File: src/rtl/csel_adder.sv
module csel_adder #(
  parameter int WIDTH = 4
) (
  input  logic [WIDTH-1:0] a_i,
  input  logic [WIDTH-1:0] b_i,
  input  logic             carry_i,
  output logic [WIDTH-1:0] sum_o,
  output logic             carry_o
);
  localparam int GW   = 4;
  localparam int NGRP = WIDTH / GW;

  for (genvar g = 0; g < NGRP; g++) begin : grp
    logic [GW-1:0] ga, gb;
    logic [GW-1:0] hs_n, gen_n;
    logic [GW-1:0] c0_n, c1;
    logic [GW-1:0] sel, s;
    logic          cin;

    assign ga = a_i[g*GW +: GW];
    assign gb = b_i[g*GW +: GW];

    if (g == 0) begin : g_first
      assign cin = carry_i;
    end else begin : g_next
      assign cin = grp[g-1].sel[GW-1];
    end

    always_comb begin
      // complemented half-sum and generate
      hs_n  = ~(ga ^ gb);
      gen_n = ~(ga & gb);

      // carry chains: zero hypothesis complemented, one hypothesis true
      c0_n[0] = gen_n[0];
      c1[0]   = ~(gen_n[0] & hs_n[0]);
      for (int i = 1; i < GW; i++) begin
        c0_n[i] = ~(~gen_n[i] | ~(hs_n[i] | c0_n[i-1]));
        c1[i]   = ~(gen_n[i] & (hs_n[i] | ~c1[i-1]));
      end

      for (int i = 0; i < GW; i++)
        sel[i] = ~(~(cin & c1[i]) & ~(~cin & ~c0_n[i]));

      s[0] = ~(hs_n[0] ^ cin);
      for (int i = 1; i < GW; i++)
        s[i] = ~(hs_n[i] ^ sel[i-1]);

      for (int i = 0; i < GW; i++) begin
        assert_c0_within_c1_R3: assert (c0_n[i] || c1[i])
          else $error("zero-hypothesis carry %0d set without one-hypothesis carry", i);
        if (cin) begin
          assert_pick_one_R4: assert (sel[i] == c1[i])
            else $error("selected carry %0d differs from one-hypothesis chain", i);
        end else begin
          assert_pick_zero_R5: assert (sel[i] == !c0_n[i])
            else $error("selected carry %0d differs from zero-hypothesis chain", i);
        end
      end
      assert_group_sum_R1: assert ({sel[GW-1], s} == ({1'b0, ga} + {1'b0, gb} + {{GW{1'b0}}, cin}))
        else $error("group %0d result mismatch", g);
    end

    assign sum_o[g*GW +: GW] = s;
  end

  assign carry_o = grp[NGRP-1].sel[GW-1];
endmodule

File: config.mk
export PLATFORM = sky130hd
export DESIGN_NAME = csel_adder
export DESIGN_NICKNAME = d
export VERILOG_FILES = /design/src/rtl/csel_adder.sv
export SDC_FILE = /design/constraint.sdc
export NUM_CORES = 1
export LEC_CHECK = 0
export BUFFER_PORTS_ARGS = -buffer_cell sky130_fd_sc_hd__buf_2
export CAP_MARGIN = 30
export CORE_AREA = 3 3 40 42
export DETAILED_ROUTE_END_ITERATION = 8
export DIE_AREA = 0 0 43 45
export PLACE_DENSITY_LB_ADDON = 0.15
export SLEW_MARGIN = 20
export SYNTH_ARGS = -nofsm -noshare
export SYNTH_HDL_FRONTEND = slang
export SYNTH_SLANG_ARGS = --single-unit
export TNS_END_PERCENT = 100
File: constraint.sdc
create_clock -name vclk -period 1.05
set_input_delay 0.0525 -clock vclk [all_inputs]
set_output_delay 0.0525 -clock vclk [all_outputs]
set_load 0.02 [all_outputs]
==> impl_results.md <==
* CP required at 1000 ps
* Final Util at 0.3320
* Unrepaired setup endpoints after global routing: true
* DRC marker count from the first detailed-route iteration at 2
* Failing checks: negative setup slack
* Crit path buffers/inverters at 2
* Critical Path Fanout Max at 3
* PwrDens at around 670 nW/um^2
* Status: complete, but fails checks
* Area growth syn-to-layout at 150.7%
* CP endpoint kind: output port
* Remaining routing DRC violations at 0
* CP cell instances: buf_8, ha_4, a21o_1, a211oi_2, a31oi_2, a21o_1, buf_6
* Hold_buf cts at 0
* CP Data Arrival Time at 1150 ps
* Grt total ovfl at 0
* Startpoint Class: primary input
* Leak at between 0.2 and 0.25 nW
* Largest net degree at the start of global routing at 4
* Fmax at approximately 830 MHz
* Gate power share at 1.000
* Clock share of power at 0
* Netlist Area Pre-Place at between 150 and 200 sq um
* Switching portion of total power at 0.4630
* Register area at 0 sq um
* Avg Cell Area, Syn at about 7.7 sq um
* Vias per inst at 3.912
* Hold Path Class: in -> out
* Power Internal at 153.0 uW
* Gpl congestion at about 0.6
* Port Buffers at 14
* Commonest cells after routing, fill and taps aside: buf_4, buf_2, buf_6
* Syn. warnings at 0
* Fin crit period at 1205 ps
* Main area contributors after synthesis: ha_1, xnor2_1, xor2_1
* Clock buffers at 0
* Area leader, netlist: ha_1
* Final Cycle Share at 1.147
* Initial Utilization at 0.1324
* Diode count at 0
* Top cell family by delay on the critical path: compound AO/OA/AOI/OAI gates
* Synth Instances at 22
* Hold path depth at 4
* Top cell type's share of synthesized area at 0.3676
* Die span in y at ~45 microns
* Power, Total at 284.9 uW
* Final setup margin at -154.6 ps
* Sw Pwr at 131.9 uW
* Die area at 1935 sq um
* GRT Util Overall at 0.05809
* Detailed-route wire length at roughly 520 microns
* Sequential share of the synthesized area at 0
* Syn_nets at 36
* Placed cell count at 55
* Critical path depth at 7
* Routed via count at approximately 220
* # setup viols final at 3
* Final hold violation count at 0
* Commonest non-fill, non-tap cell in the layout: buf_4
* Vias in the first global route at roughly 240
* Antenna-violating nets left at 0
* Slew margin rel. at 0.8541
* Pre-antenna DRT Iters at 2
* Fin. max-slew vios at 0
* First-pass GRT wire length at approximately 910 microns
* Row count at 13
* Seq cells at 0
* Dpl cell area at approximately 320 sq um
* Dpl hpwl at roughly 450 microns
* CP max stage delay at ~230 ps
* Post-synth cell types at 11
* Slowest CP cell: ha_4
* Share of cells above drive strength 1 at 0.7381
* Most frequent CP cell: a21o_1
* Core ar. at about 1300 sq um
* Initial antenna violation count at 0
* I/O pin count at 14
* Final #Nets at between 50 and 60
* Least-Margin Pin Slew at ~220 ps
* Maximum VDD drop at 0.1705 mV
* CP Class: in -> out
* Fin area at about 430 sq um
* Die X at 43 microns
* Seq pwr share at 0
* Max-Cap Viols at 0
* Fin cells at 57
* Wirelength per Cell at 9.158 microns
## final cells by class
type	count	area [sq um]
inverter	3	11.26
tap	15	18.77
multi-input combinational	19	231.5
timing repair buffer	20	165.2
fill	144	858.3
## worst paths after layout
path   start       to  slack (ps)
max   b_i[1]  carry_o        -150
min   b_i[3]  carry_o         520
## metrics by stage
step	TNS (ps)	hold WS (ps)	setup slack, ps
final	-323.6	523.1	-154.6
after global routing	-447.4	543.3	-191.9
after CTS	-401.6	526.6	-197.9
after detailed placement	-674.1	519.3	-217.3
after global placement	-666.9	511.1	-217.5
after floorplan	0	229.3	3.594
## what timing repair did
action                     in CTS  in global routing
setup endpoints to repair       4                  3
buffers inserted                2                  0
gates resized for setup        13                  9
pin swaps                       8                  6
## Yosys cell counts
| cell type | number |
|---|---|
| xnor2_1 | 2 |
| a21o_1 | 2 |
| and2b_1 | 1 |
| ha_1 | 5 |
| a211oi_1 | 1 |
| a31oi_1 | 2 |
| or2_2 | 1 |
| nand2_1 | 2 |
| xor2_1 | 2 |
| inv_1 | 3 |
| o21ai_1 | 1 |
## cells by family (layout without fill, tap and decap cells)
| logic type | Yosys count | after routing | share of synthesized area |
|---|---|---|---|
| AO/OA/AOI/OAI | 6 | 6 | 0.2352 |
| AND/OR/NAND/NOR | 4 | 4 | 0.1251 |
| adder cells (fa/ha/maj) | 5 | 5 | 0.3676 |
| buffers and inverters | 3 | 23 | 0.06617 |
| XOR/XNOR | 4 | 4 | 0.2059 |
## power by group through the flow
stage	clock network [mW]	logic (mW)	registers, mW
finish	0	0.285	0
global route	0	0.306	0
CTS	0	0.274	0
detailed placement	0	0.219	0
global placement	0	0.214	0
floorplan	0	0.137	0
## routing by layer
metal	GRT usage	share of wire
met2	0.1287	0.60
met1	0.06444	0.34
met5	0	0
met4	0	0
met3	0	0.067
(Power assumes the default switching activity.)
